--- config.mk ---
export PLATFORM = sky130hd
export DESIGN_NAME = sd_cmd_engine
export DESIGN_NICKNAME = d
export VERILOG_FILES = /design/src/rtl/sdc_pkg.sv /design/src/rtl/sdc_cmd_tx.sv /design/src/rtl/sdc_rsp_rx.sv /design/src/rtl/sd_cmd_engine.sv
export SDC_FILE = /design/constraint.sdc
export NUM_CORES = 1
export LEC_CHECK = 0
export ABC_CLOCK_PERIOD_IN_PS = 6400
export BUFFER_PORTS_ARGS = -buffer_cell sky130_fd_sc_hd__buf_2
export CAP_MARGIN = 15
export CORE_AREA = 4 4 197 199
export CTS_BUF_LIST = sky130_fd_sc_hd__clkbuf_8 sky130_fd_sc_hd__clkbuf_16
export CTS_CLUSTER_DIAMETER = 80
export DETAILED_ROUTE_END_ITERATION = 6
export DIE_AREA = 0 0 201 203
export GPL_TIMING_DRIVEN = 0
export PLACE_DENSITY = 0.78
export SLEW_MARGIN = 20
export SYNTH_ARGS = -nofsm -noshare
export SYNTH_HDL_FRONTEND = slang
export SYNTH_SLANG_ARGS = --single-unit
--- constraint.sdc ---
create_clock -name clk -period 6.4 [get_ports clk]
set_input_delay 1.92 -clock clk [delete_from_list [all_inputs] [get_ports clk]]
set_output_delay 1.92 -clock clk [all_outputs]
set_load 0.01 [all_outputs]
--- src/rtl/sdc_pkg.sv ---
package sdc_pkg;

  typedef enum logic [1:0] {
    RSP_NONE        = 2'd0,
    RSP_SHORT       = 2'd1,
    RSP_SHORT_NOCRC = 2'd2,
    RSP_LONG        = 2'd3
  } rsp_kind_e;

  // one serial step of the x^7 + x^3 + 1 checksum
  function automatic logic [6:0] crc7_step(input logic [6:0] acc, input logic din);
    logic fb;
    fb = din ^ acc[6];
    return {acc[5:0], 1'b0} ^ (fb ? 7'h09 : 7'h00);
  endfunction

endpackage

--- src/rtl/sdc_cmd_tx.sv ---
module sdc_cmd_tx #(
  parameter int IDX_W = 6,
  parameter int ARG_W = 32,
  parameter int CRC_W = 7
) (
  input  logic             clk,
  input  logic             rst_n,
  input  logic             load,
  input  logic [IDX_W-1:0] idx,
  input  logic [ARG_W-1:0] arg,
  output logic             bit_out,
  output logic             active,
  output logic             last
);
  import sdc_pkg::*;

  localparam int HDR_W   = 2 + IDX_W + ARG_W;
  localparam int FRAME_W = HDR_W + CRC_W + 1;
  localparam int CNT_W   = $clog2(FRAME_W);
  localparam logic [CNT_W-1:0] LAST_CNT = CNT_W'(FRAME_W - 1);

  logic [HDR_W-1:0]   hdr;
  logic [CRC_W-1:0]   crc;
  logic [FRAME_W-1:0] sh_q;
  logic [CNT_W-1:0]   cnt_q;

  assign hdr = {2'b01, idx, arg};

  always_comb begin
    crc = '0;
    for (int i = HDR_W - 1; i >= 0; i--) crc = crc7_step(crc, hdr[i]);
  end

  always_ff @(posedge clk or negedge rst_n) begin
    if (!rst_n) begin
      sh_q   <= '1;
      cnt_q  <= '0;
      active <= 1'b0;
    end else if (load) begin
      sh_q   <= {hdr, crc, 1'b1};
      cnt_q  <= '0;
      active <= 1'b1;
    end else if (active) begin
      sh_q  <= {sh_q[FRAME_W-2:0], 1'b1};
      cnt_q <= cnt_q + 1'b1;
      if (cnt_q == LAST_CNT) active <= 1'b0;
    end
  end

  assign bit_out = active ? sh_q[FRAME_W-1] : 1'b1;
  assign last    = active && (cnt_q == LAST_CNT);

endmodule

--- src/rtl/sdc_rsp_rx.sv ---
module sdc_rsp_rx #(
  parameter int IDX_W      = 6,
  parameter int ARG_W      = 32,
  parameter int CRC_W      = 7,
  parameter int LONG_HDR   = 8,
  parameter int LONG_PAY_W = 120,
  parameter int RSP_W      = LONG_HDR - 2 + LONG_PAY_W
) (
  input  logic             clk,
  input  logic             rst_n,
  input  logic             go,
  input  logic             is_long,
  input  logic             line_in,
  output logic             fin,
  output logic             frame_bad,
  output logic             crc_bad,
  output logic [RSP_W-1:0] data
);
  import sdc_pkg::*;

  localparam int SHORT_W  = 2 + IDX_W + ARG_W + CRC_W + 1;
  localparam int SHORT_D  = IDX_W + ARG_W;
  localparam int SHDR_W   = SHORT_W - CRC_W - 1;
  localparam int LONG_W   = LONG_HDR + LONG_PAY_W + CRC_W + 1;
  localparam int FULL_W   = LONG_W - 1;
  localparam int CNT_W    = $clog2(LONG_W);
  localparam logic [CNT_W-1:0] SHORT_LAST = CNT_W'(SHORT_W - 1);
  localparam logic [CNT_W-1:0] LONG_LAST  = CNT_W'(LONG_W - 1);

  logic [FULL_W-2:0] sh_q;
  logic [CNT_W-1:0]  cnt_q;
  logic              act_q;
  logic [FULL_W-1:0] full;
  logic [SHDR_W-1:0] s_hdr;
  logic [CRC_W-1:0]  s_crc, l_crc;

  // frame without its start bit, newest bit at the bottom
  assign full = {sh_q, line_in};
  assign fin  = act_q && (cnt_q == (is_long ? LONG_LAST : SHORT_LAST));

  always_ff @(posedge clk or negedge rst_n) begin
    if (!rst_n) begin
      sh_q  <= '0;
      cnt_q <= '0;
      act_q <= 1'b0;
    end else if (go) begin
      sh_q  <= '0;
      cnt_q <= CNT_W'(1);
      act_q <= 1'b1;
    end else if (act_q) begin
      sh_q  <= full[FULL_W-2:0];
      cnt_q <= cnt_q + 1'b1;
      if (fin) act_q <= 1'b0;
    end
  end

  assign s_hdr = {1'b0, full[SHORT_W-2:CRC_W+1]};

  always_comb begin
    s_crc = '0;
    for (int i = SHDR_W - 1; i >= 0; i--) s_crc = crc7_step(s_crc, s_hdr[i]);
  end

  always_comb begin
    l_crc = '0;
    for (int i = LONG_PAY_W + CRC_W; i >= CRC_W + 1; i--) l_crc = crc7_step(l_crc, full[i]);
  end

  always_comb begin
    if (is_long) begin
      frame_bad = full[FULL_W-1] | ~full[0];
      crc_bad   = (l_crc != full[CRC_W:1]);
      data      = full[FULL_W-2:CRC_W+1];
    end else begin
      frame_bad = full[SHORT_W-2] | ~full[0];
      crc_bad   = (s_crc != full[CRC_W:1]);
      data      = '0;
      data[SHORT_D-1:0] = full[SHORT_W-3:CRC_W+1];
    end
  end

endmodule

--- src/rtl/sd_cmd_engine.sv ---
module sd_cmd_engine #(
  parameter int IDX_W      = 6,
  parameter int ARG_W      = 32,
  parameter int CRC_W      = 7,
  parameter int LONG_HDR   = 8,
  parameter int LONG_PAY_W = 120,
  parameter int TIMEOUT    = 64,
  parameter int RSP_W      = LONG_HDR - 2 + LONG_PAY_W
) (
  input  logic             clk,
  input  logic             rst_n,
  input  logic             start,
  input  logic [IDX_W-1:0] cmd_index,
  input  logic [ARG_W-1:0] cmd_arg,
  input  logic [1:0]       rsp_kind,
  input  logic             cmd_in,
  output logic             cmd_out,
  output logic             cmd_oe,
  output logic             busy,
  output logic             done,
  output logic             timeout,
  output logic             crc_err,
  output logic             frame_err,
  output logic [RSP_W-1:0] rsp_data
);
  import sdc_pkg::*;

  localparam int WCNT_W = (TIMEOUT > 2) ? $clog2(TIMEOUT) : 1;
  localparam logic [WCNT_W-1:0] WAIT_LAST = WCNT_W'(TIMEOUT - 1);

  typedef enum logic [1:0] {ST_IDLE, ST_SEND, ST_LISTEN, ST_RECV} state_e;

  state_e            st_q;
  rsp_kind_e         kind_q;
  logic [WCNT_W-1:0] wait_q;
  logic              accept, tx_active, tx_last, rx_go, rx_fin, rx_fbad, rx_cbad;
  logic [RSP_W-1:0]  rx_data;

  assign accept = (st_q == ST_IDLE) && start;
  assign rx_go  = (st_q == ST_LISTEN) && !cmd_in;

  sdc_cmd_tx #(.IDX_W(IDX_W), .ARG_W(ARG_W), .CRC_W(CRC_W)) u_tx (
    .clk(clk), .rst_n(rst_n), .load(accept), .idx(cmd_index), .arg(cmd_arg),
    .bit_out(cmd_out), .active(tx_active), .last(tx_last)
  );

  sdc_rsp_rx #(.IDX_W(IDX_W), .ARG_W(ARG_W), .CRC_W(CRC_W), .LONG_HDR(LONG_HDR),
               .LONG_PAY_W(LONG_PAY_W), .RSP_W(RSP_W)) u_rx (
    .clk(clk), .rst_n(rst_n), .go(rx_go), .is_long(kind_q == RSP_LONG),
    .line_in(cmd_in), .fin(rx_fin), .frame_bad(rx_fbad), .crc_bad(rx_cbad), .data(rx_data)
  );

  always_ff @(posedge clk or negedge rst_n) begin
    if (!rst_n) begin
      st_q      <= ST_IDLE;
      kind_q    <= RSP_NONE;
      wait_q    <= '0;
      done      <= 1'b0;
      timeout   <= 1'b0;
      crc_err   <= 1'b0;
      frame_err <= 1'b0;
      rsp_data  <= '0;
    end else begin
      done <= 1'b0;
      unique case (st_q)
        ST_IDLE: if (start) begin
          kind_q    <= rsp_kind_e'(rsp_kind);
          timeout   <= 1'b0;
          crc_err   <= 1'b0;
          frame_err <= 1'b0;
          rsp_data  <= '0;
          st_q      <= ST_SEND;
        end
        ST_SEND: if (tx_last) begin
          wait_q <= '0;
          if (kind_q == RSP_NONE) begin
            st_q <= ST_IDLE;
            done <= 1'b1;
          end else begin
            st_q <= ST_LISTEN;
          end
        end
        ST_LISTEN: begin
          if (!cmd_in) begin
            st_q <= ST_RECV;
          end else if (wait_q == WAIT_LAST) begin
            st_q    <= ST_IDLE;
            done    <= 1'b1;
            timeout <= 1'b1;
          end else begin
            wait_q <= wait_q + 1'b1;
          end
        end
        ST_RECV: if (rx_fin) begin
          st_q      <= ST_IDLE;
          done      <= 1'b1;
          frame_err <= rx_fbad;
          crc_err   <= rx_cbad && (kind_q != RSP_SHORT_NOCRC);
          rsp_data  <= rx_data;
        end
        default: st_q <= ST_IDLE;
      endcase
    end
  end

  assign busy   = (st_q != ST_IDLE);
  assign cmd_oe = tx_active;

endmodule

# == Word level (Yosys, flattened, before mapping) ==
# Index checks and enable logic that the tools add are counted.
# totals
romBits,0
out_inout_bits,133
memories,0
mem_bits_rw,0
in_bits,44
reg_bits,338
latch_bits,0
# op_classes
reduce_logical,19
multipliers,0
n_bitwise,392
eq_ne,17
mux,244
addsub,3
n_shift,0
n_lt_le_gt_ge,0
div,0
# op_table
operator,n
$xor A7 B7 Y7,194
$mux W4,197
$mux W126,3
$mux W134,2
$pmux W126 S2,1
$xor A1 B1 Y1,191
$mux W48,2
$mux W6,5
$mux W8,3
$mux W1,19
$ne A7 B7 Y1,2
$add A6 B1 Y6 const B,2
$eq A6 B6 Y1 const B,2
$mux W2,6
$ne A2 B2 Y1 const B,6
$pmux W6 S2,1
$reduce_and A4 Y1,3
$reduce_bool A2 Y1,6
$add A8 B1 Y8 const B,1
$eq A8 B8 Y1,1
$pmux W2 S4,1
$eq A2 B2 Y1 const B,3
$pmux W1 S2,3
$logic_and A1 B1 Y1,5
other kinds (12),16

# == Depth between registers and ports, before layout ==
# Gate-level depths: netlist of run 1.
# depth
depth_word,362
depth_mapped,15

# == Hierarchy ==
# A second synthesis of run 1 with hierarchy kept.
# unflattened
hier_cells,1869
hier_area_um2,19665.1
# modules_own_cells
module,n_inst,area_each_um2,cells_per_inst
sdc_rsp_rx,1,10256.1,928
sd_cmd_engine,1,6178.4,642
sdc_cmd_tx,1,3230.6,299

# == Worst setup path after synthesis of run 1 ==
# Ideal clock, no wire load.
# synth_path
path_kind,register to register
from,register u_rx.sh_q[125]
to,register crc_err
path_stages_with_launch,15
period_less_slack_ns,4.703
required_ns,6.276
t_arrival_ns,4.579
path_slack_ns,1.697
cell_sequence,dfrtp_1 xnor3_2 xnor3_2 xnor2_1 xnor2_1 xnor3_1 xnor3_2 xnor3_2 xnor3_1 xnor2_2 xnor3_1 xor2_1 mux2i_1 o311ai_1 o31a_1
# synth_between
elab_chain_cells,184
# synth_rtl
item,line,rtl
"start, declared",sdc_rsp_rx.sv:30,logic [FULL_W-2:0] sh_q;
"start signal, assigned",sdc_rsp_rx.sv:51,sh_q <= full[FULL_W-2:0];
$xor A1 B1 Y1 (*),sdc_pkg.sv:13,fb = din ^ acc[6];
$mux W4 (*),sdc_pkg.sv:14,"return {acc[5:0], 1'b0} ^ (fb ? 7'h09 : 7'h00);"
$xor A7 B7 Y7 (*) (4 in a row),sdc_pkg.sv:14,
$xor A1 B1 Y1,sdc_pkg.sv:13,
$mux W4,sdc_pkg.sv:14,
$xor A7 B7 Y7 (*) (4 in a row),sdc_pkg.sv:14,
$xor A1 B1 Y1,sdc_pkg.sv:13,
$mux W4,sdc_pkg.sv:14,
(+160 left out),-,
$xor A1 B1 Y1,sdc_pkg.sv:13,
$mux W4,sdc_pkg.sv:14,
$xor A7 B7 Y7 (*) (3 in a row),sdc_pkg.sv:14,
$ne A7 B7 Y1 (*),sdc_rsp_rx.sv:72,crc_bad = (l_crc != full[CRC_W:1]);
$mux W1 (*),sdc_rsp_rx.sv:70,if (is_long) begin
$logic_and A1 B1 Y1 (*),sd_cmd_engine.sv:98,crc_err <= rx_cbad && (kind_q != RSP_SHORT_NOCRC);
$mux W1 (*),sd_cmd_engine.sv:94,ST_RECV: if (rx_fin) begin
$pmux W1 S2 (*),sd_cmd_engine.sv:65,unique case (st_q)
"end signal, assigned",sd_cmd_engine.sv:98,
"end, declared",sd_cmd_engine.sv:22,"output logic crc_err,"
# Mark *: on every way between the ends. The rest lies on a longest branch, timed or not. The select of a mux whose other input is x is not followed.
# A chain may end at the register's enable or synchronous reset.

# == Worst setup path after layout of run 1 ==
# layout_path
from,register u_rx.sh_q[126]
to,register crc_err
# layout_between
elab_chain_cells,183
# layout_rtl
item,line
$mux W4 (*),sdc_pkg.sv:14
$xor A7 B7 Y7 (*) (3 in a row),sdc_pkg.sv:14
$xor A1 B1 Y1 or $xor A7 B7 Y7 (tied branches),"sdc_pkg.sv:13, sdc_pkg.sv:14"
$mux W4 or $xor A7 B7 Y7 (tied branches),sdc_pkg.sv:14
$xor A7 B7 Y7 (*) (4 in a row),sdc_pkg.sv:14
$xor A1 B1 Y1 or $xor A7 B7 Y7 (tied branches),"sdc_pkg.sv:13, sdc_pkg.sv:14"
$mux W4 or $xor A7 B7 Y7 (tied branches),sdc_pkg.sv:14
$xor A7 B7 Y7 (*) (4 in a row),sdc_pkg.sv:14
(+159 left out),-
$xor A1 B1 Y1 or $xor A7 B7 Y7 (tied branches),"sdc_pkg.sv:13, sdc_pkg.sv:14"
$mux W4 or $xor A7 B7 Y7 (tied branches),sdc_pkg.sv:14
$xor A7 B7 Y7 (*),sdc_pkg.sv:14
$ne A7 B7 Y1 (*),sdc_rsp_rx.sv:72
$mux W1 (*),sdc_rsp_rx.sv:70
$logic_and A1 B1 Y1 (*),sd_cmd_engine.sv:98
$mux W1 (*),sd_cmd_engine.sv:94
$pmux W1 S2 (*),sd_cmd_engine.sv:65
# Marks and branches as above.

==> metrics.md, run 1 <==
| Metric | Value |
|---|---|
| Reg2reg setup slack | 1.14 ns |
| Final hold violations | 0 |
| Global-route wire length before repair | 70700 um |
| Number of global-route vias before repair | 13430 |
| Synth async-reset ratio | 100.0% |
| Clock-pin slew on the worst setup and hold paths | 0.06 ns |
| CP top delay family | XOR/XNOR gates |
| Relative slew slack | 34.89% |
| Largest net degree at the start of global routing | 92 |
| Worst Path Arrival | 5.66 ns |
| Congestion Overflow GR | 0 |
| Worst hold endpoint | rsp_data[95] |
| Root Buffer | clkbuf_16 |
| Hold WC Path Type | reg2reg |
| Initial antenna violation count | 1 |
| Final Cycle Share | 82.15% |
| Clock Latency Late Sink | 0.53 ns |
| Net count after synthesis | 1793 |
| Die Ht | 203 um |
| Slew Limit Fails | 0 |
| Mean Syn Cell Area | 10.45 um2 |
| RSZ-0062 raised after global routing | no |
| Wirelength per Cell | 17.14 um |
| Post-CTS setup buffer count | 0 |
| Setup Crit Path Kind | reg2reg |
| Nets | 2014 |
| Share of post-route cells with drive strength above 1 | 15.63% |
| Vias per cell | 5.201 |
| I/O Pins | 177 |
| Resized cells post-CTS | 0 |
| Crit path max fanout | 6 |
| Hold path cells | 2 |
| IO Port Bufs | 176 |
| WP data required | 6.81 ns |
| Remaining antenna violation count after routing | 0 |
| Maxcap violations | 0 |
| Clk buf depth | 3 |
| CP Cell Sequence | xor3_1 -> xor2_2 -> xnor3_1 -> xnor2_2 -> xnor3_1 -> xor2_1 -> xnor3_1 -> xnor2_1 -> xnor2_1 -> xnor3_1 -> xor2_1 -> mux2i_1 -> o311ai_1 -> o31a_1 |
| Number of flops mapped to enable cells by yosys | 0 |
| First-pass iteration count of the detailed router | 7 |
| Synth warnings | 0 |
| Setup-failing EPs final | 0 |
| CTS H-tree depth | 2 |
| Post-CTS Hold Buffers | 0 |
| Initial Util | 49.02% |
| Startpoint types | flop |
| CP most frequent cell | xnor3_1 |
| Post-synthesis sequential area ratio | 46.54% |
| DIE AREA | 40800 um2 |
| Area growth, synth to finish | 16.77% |
| Netlist cell types | 50 |
| Register bit total from synthesis | 337 |
| Vias | 12851 |
| HP Start | rsp_data[95] |
| Worst Tran Pin Value | 0.9730 ns |
| Fin Hold WS | 0.4783 ns |
| FF-to-FF End | crc_err |
| Tmin final | 5.257 ns |
| Critical path's slowest cell | xor3_1 |
| DP HPWL | 30950 um |
| CP Capture Type | flop |
| Placer Congestion | 0.8743 |
| Run status | finished, final reports clean |
| FF-to-FF path depth | 14 |
| Worst path bufs/invs | 0 |
| Ys flop type | dfrtp_1 |
| RR Startpoint | u_rx.sh_q[126] |
| Routed WL | 42360 um |
| Netlist Area Pre-Place | 18250 um2 |
| Die W | 201 um |
| CTS Buf Count | 39 |
| Clock Sink Count | 337 |
| GRT Overall Usage | 20.87% |
| Maximum clock rate | 190.2 MHz |
| Worst Skew | 0.01147 ns |
| Starting DRC count in detailed routing | 729 |
| Row cnt | 71 |
| # DRC | 0 |
| CTS tree | done |
| Core ar. | 37220 um2 |
| Most common library cell in the layout ignoring fill and taps | nand2_1 |
| Most frequent cells in the layout | nand2_1, dfrtp_1, xnor2_1 |
| CP peak stage delay | 0.55 ns |
| Syn Inst Count | 1746 |
registers in the layout (all words and copies together) (netlist names), 2 cells and up:
name	flops
kind_q	2
u_rx.cnt_q	8
u_tx.sh_q	47
u_rx.sh_q	134
wait_q	6
st_q	2
rsp_data	126
u_tx.cnt_q	6
synthesized netlist by cell type (2+ instances only):
| cell type | n | area [um2] |
|---|---|---|
| nand2b_1 | 2 | 12.51 |
| nor3_1 | 4 | 20.02 |
| nand3_1 | 7 | 35.03 |
| o21ai_0 | 176 | 880.8 |
| xnor2_2 | 6 | 97.59 |
| xor3_1 | 8 | 190.2 |
| xnor2_1 | 228 | 1997 |
| or2_2 | 2 | 12.51 |
| buf_1 | 8 | 30.03 |
| clkbuf_1 | 99 | 371.6 |
| xnor3_2 | 6 | 142.6 |
| nor2b_1 | 3 | 18.77 |
| dfrtp_1 | 290 | 7257 |
| xnor3_1 | 50 | 1126 |
| ha_1 | 3 | 37.54 |
| a31oi_1 | 3 | 18.77 |
| nand2_1 | 322 | 1209 |
| a21oi_1 | 10 | 50.05 |
| nand4_1 | 6 | 37.54 |
| and3_1 | 4 | 25.02 |
| xor2_1 | 84 | 735.7 |
| dfstp_2 | 47 | 1235 |
| inv_1 | 5 | 18.77 |
| nor2_1 | 166 | 623.1 |
| mux2i_1 | 181 | 1812 |
| or3_1 | 2 | 12.51 |
stage by stage:
| step | instance area [um2] | util (%) | worst slack (ns) | setup TNS, ns | cells |
|---|---|---|---|---|---|
| 2_1_floorplan | 18250 | - | 1.697 | 0 | 1746 |
| 3_3_place_gp | 19720 | 52.98 | -2.782 | -827.06 | 2396 |
| 3_5_place_dp | 19840 | 53.30 | 1.143 | 0 | 2400 |
| 4_1_cts | 21300 | 57.23 | 1.123 | 0 | 2470 |
| 5_1_grt | 21310 | 57.24 | 0.8766 | 0 | 2471 |
| 6_report | 21310 | 57.24 | 1.143 | 0 | 2471 |
routing by layer:
layer	track usage [%]	vias up	routed length (um)
li1	-	6165	-
met1	28.32	6322	18810
met2	35.06	292	20540
met3	3.658	72	2063
met4	5.531	0	940
met5	0	-	0
how the worst max path moves through the flow:
stage / from / endpoint / slack [ns] / cells past startpoint
2_1_floorplan: u_rx.sh_q[125] / crc_err / 1.70 / 14
3_3_place_gp: rst_n / rsp_data[30] / -2.78 / 1
3_5_place_dp: u_rx.sh_q[124] / crc_err / 1.14 / 15
4_1_cts: u_rx.sh_q[118] / crc_err / 1.12 / 15
5_1_grt: u_rx.sh_q[124] / crc_err / 0.88 / 15
6_report: u_rx.sh_q[126] / crc_err / 1.14 / 14
tightest hold or removal path: stages, from the launching register on:
cell and delay [ns]:
dfrtp_1 0.34, nand2_1 0.05, o21ai_0 0.06
logic make-up after synthesis:
group                    synth area share, %
AND/OR/NAND/NOR                        11.20
AO/OA/AOI/OAI                          5.843
flip-flops                             46.54
adder cells (fa/ha/maj)               0.2057
buffers and inverters                  2.393
XOR/XNOR                               23.88
multiplexers                           9.929
final cells by class:
type,instances,area [um2]
Fill cell,3128,15920
Multi-Input combinational cell,1295,9318
Sequential cell,337,8492
Clock buffer,44,1067
Timing Repair Buffer,180,1001
Tap cell,474,593.1
Buffer,109,417.9
Clock inverter,26,395.4
Inverter,5,18.77
Antenna cell,1,2.502
Power of run 1 is left out: the tool's default activity adds up to more than one toggle a clock period on the data nets, which glitch-free logic cannot reach.
==> run 2, diff against run 1 <==
--- a/config.mk
+++ b/config.mk
@@ -5,16 +5,17 @@
 export SDC_FILE = /design/constraint.sdc
 export NUM_CORES = 1
 export LEC_CHECK = 0
-export ABC_CLOCK_PERIOD_IN_PS = 6400
+export ABC_AREA = 1
+export ABC_CLOCK_PERIOD_IN_PS = 4300
 export BUFFER_PORTS_ARGS = -buffer_cell sky130_fd_sc_hd__buf_2
 export CAP_MARGIN = 15
-export CORE_AREA = 4 4 197 199
+export CORE_AREA = 4 4 207 209
 export CTS_BUF_LIST = sky130_fd_sc_hd__clkbuf_8 sky130_fd_sc_hd__clkbuf_16
 export CTS_CLUSTER_DIAMETER = 80
 export DETAILED_ROUTE_END_ITERATION = 6
-export DIE_AREA = 0 0 201 203
+export DIE_AREA = 0 0 211 213
 export GPL_TIMING_DRIVEN = 0
-export PLACE_DENSITY = 0.78
+export PLACE_DENSITY = 0.81
 export SLEW_MARGIN = 20
 export SYNTH_ARGS = -nofsm -noshare
 export SYNTH_HDL_FRONTEND = slang
==> constraint.sdc (replaced) <==
create_clock -name clk -period 4.3 [get_ports clk]
set_input_delay 1.29 -clock clk [delete_from_list [all_inputs] [get_ports clk]]
set_output_delay 1.29 -clock clk [all_outputs]
set_load 0.01 [all_outputs]
==> run 2 against run 1 <==
Net effect: the flow now finishes with violations (setup timing); non-clock buffer count up 7; flip-flop and latch count did not move; worst hold slack got worse by 0.0067 ns; sequential share of layout area is 5.2 points lower; core utilization up 2.8 points; die area up 10%; synthesized cell count is 58% higher; design area rose by 15%; setup slack got worse by 4.1 ns; critical path type unchanged.
==> metrics.md, run 2 <==
| Metric | Value |
|---|---|
| Share of post-route cells with drive strength above 1 | 25.38% |
| Netlist cell types | 39 |
| RR Startpoint | u_rx.sh_q[125] |
| CP peak stage delay | 0.47 ns |
| HP Start | u_tx.sh_q[7] |
| RSZ-0062 raised after global routing | yes |
| Number of global-route vias before repair | 17606 |
| Hold WC Path Type | reg2reg |
| Final Cycle Share | 169.9% |
| Most common library cell in the layout ignoring fill and taps | nand2_1 |
| Met3 Use GR | 4.423% |
| Remaining antenna violation count after routing | 0 |
| Worst Tran Pin Value | 1.139 ns |
| Worst Path Arrival | 7.75 ns |
| Tmin final | 7.307 ns |
| CTS tree | done |
| Root Buffer | clkbuf_16 |
| Clock Sink Count | 337 |
| GRT Overall Usage | 24.12% |
| WP data required | 4.75 ns |
| CP most frequent cell | nand2_2 |
| Top cell type's share of synthesized area | 35.64% |
| Slew Limit Fails | 0 |
| Congestion Overflow GR | 0 |
| Synth warnings | 0 |
| Nets | 3044 |
| Top post-synthesis cells by area | dfrtp_1, nand2_1, inv_1 |
| Core ar. | 40830 um2 |
| Initial antenna violation count | 0 |
| Ys flop type | dfrtp_1 |
| Largest net degree at the start of global routing | 100 |
| DIE AREA | 44940 um2 |
| Most common cell in the netlist | nand2_1 |
| Setup Crit Path Kind | reg2reg |
| Run status | finished, violations left |
| FF-to-FF End | crc_err |
| Vias per cell | 5.306 |
| IO Port Bufs | 176 |
| Synth async-reset ratio | 100.0% |
| Starting DRC count in detailed routing | 1762 |
| Post-layout util | 60.08% |
| Global-route wire length before repair | 88950 um |
| Register bit total from synthesis | 337 |
| Relative slew slack | 23.81% |
| Critical path's slowest cell | dfrtp_2 |
| Netlist Area Pre-Place | 20360 um2 |
| GRT busiest layer | met2 |
| Biggest regs | u_rx.sh_q x134, rsp_data x126, u_tx.sh_q x47 |
| Mean Syn Cell Area | 7.362 um2 |
| Reg2reg setup slack | -3.01 ns |
| Worst path bufs/invs | 8 |
| FF-to-FF path depth | 77 |
| Die Ht | 213 um |
| Max reg flops | 134 |
| Setup-failing EPs final | 1 |
| Worst hold endpoint | u_tx.sh_q[7] |
| Post-DP Area | 22010 um2 |
| Final hold violations | 0 |
| Area occupied by multi-input gates | 10910 um2 |
| Routed WL | 56480 um |
| Initial Util | 49.87% |
| Startpoint types | flop |
| Maxcap violations | 0 |
| First-pass iteration count of the detailed router | 6 |
| Syn Inst Count | 2766 |
| Wirelength per Cell | 15.87 um |
| Placer Congestion | 0.9329 |
| I/O Pins | 177 |
| Synth cell count leaders | nand2_1, inv_1, dfrtp_1 |
| Area growth, synth to finish | 20.45% |
| CTS H-tree depth | 2 |
| Clock-pin slew on the worst setup and hold paths | 0.06 ns |
| Crit path max fanout | 7 |
| CP Capture Type | flop |
| Hold path cells | 2 |
| Area leader, netlist | dfrtp_1 |
| Setup ws final | -3.007 ns |
| Post-synthesis sequential area ratio | 41.70% |
| Post-CTS Hold Buffers | 0 |
| CP top delay family | simple AND/OR/NAND/NOR gates |
| DP HPWL | 40060 um |
| Net count after synthesis | 2813 |
| FILL cells | 3511 |
| Maximum clock rate | 136.9 MHz |
| Fin Hold WS | 0.4716 ns |
| Row cnt | 74 |
| Clk buf depth | 3 |
| Most frequent cells in the layout | nand2_1, inv_1, dfrtp_1 |
| Reg with most FFs | u_rx.sh_q |
| Setup TNS | -3.007 ns |
| Failing checks | setup timing |
| Clock Latency Late Sink | 0.59 ns |
| Register cell area after layout | 8501 um2 |
| GRT met2 Usage | 39.50% |
| Number of flops mapped to enable cells by yosys | 0 |
| Cell area after layout | 24530 um2 |
| Die W | 211 um |
| CTS Buf Count | 39 |
| # DRC | 0 |
| Worst Skew | 0.03158 ns |
| Vias | 18880 |
| Diode count | 0 |
| GR Util met1 | 32.86% |
-- run 2: cell type report --
cell class	instances	share of cell area, %
Clock buffer	44	4.259
Clock inverter	26	1.352
Multi-Input combinational cell	1893	44.46
Sequential cell	337	34.65
Buffer	106	1.673
Tap cell	532	2.714
Inverter	430	6.580
Timing Repair Buffer	190	4.305
-- run 2: cell families after synthesis --
logic type	count (synthesis)	share of synthesized area, %
fa+ha+maj	3	0.1843
buf+inv	536	9.904
xor+xnor	155	6.740
compound gates	350	9.978
simple gates	1385	31.49
flops	337	41.70
-- run 2: repair_timing --
item                                    4_1_cts  5_1_grt
gates resized for setup                      84      186
setup buffers                                 4        7
endpoints found under the hold margin         0        0
pin swaps                                    33       80
endpoints found under the setup margin        1        1
-- run 2: worst max-delay path by stage --
stage                     to      startpoint  slack, ns  cells past startpoint
2_1_floorplan        crc_err  u_rx.sh_q[126]      -1.56                     78
3_3_place_gp   u_tx.cnt_q[1]           rst_n      -4.48                      1
3_5_place_dp         crc_err  u_rx.sh_q[123]      -2.84                     72
4_1_cts              crc_err  u_rx.sh_q[125]      -2.71                     80
5_1_grt              crc_err  u_rx.sh_q[124]      -3.59                     76
6_report             crc_err  u_rx.sh_q[125]      -3.01                     77
-- run 2: metal layers --
layer	up-vias	part of all wire, %
li1	9196	-
met1	8901	43
met2	658	48
met3	125	6.6
met4	0	3.3
met5	-	0
-- run 2: tightest hold or removal path: stages (launching register included) --
cell,delay (ns)
dfstp_2,0.37
nand2_1,0.05
nand2_1,0.05
-- run 2: per-stage QoR --
| step | instances | worst slack (ns) |
|---|---|---|
| after global placement | 3474 | -4.477 |
| final | 3558 | -3.007 |
| after global routing | 3558 | -3.589 |
| after CTS | 3551 | -2.705 |
| after detailed placement | 3477 | -2.835 |
| after floorplan | 2766 | -1.558 |
Power of run 2 is left out for the same reason.
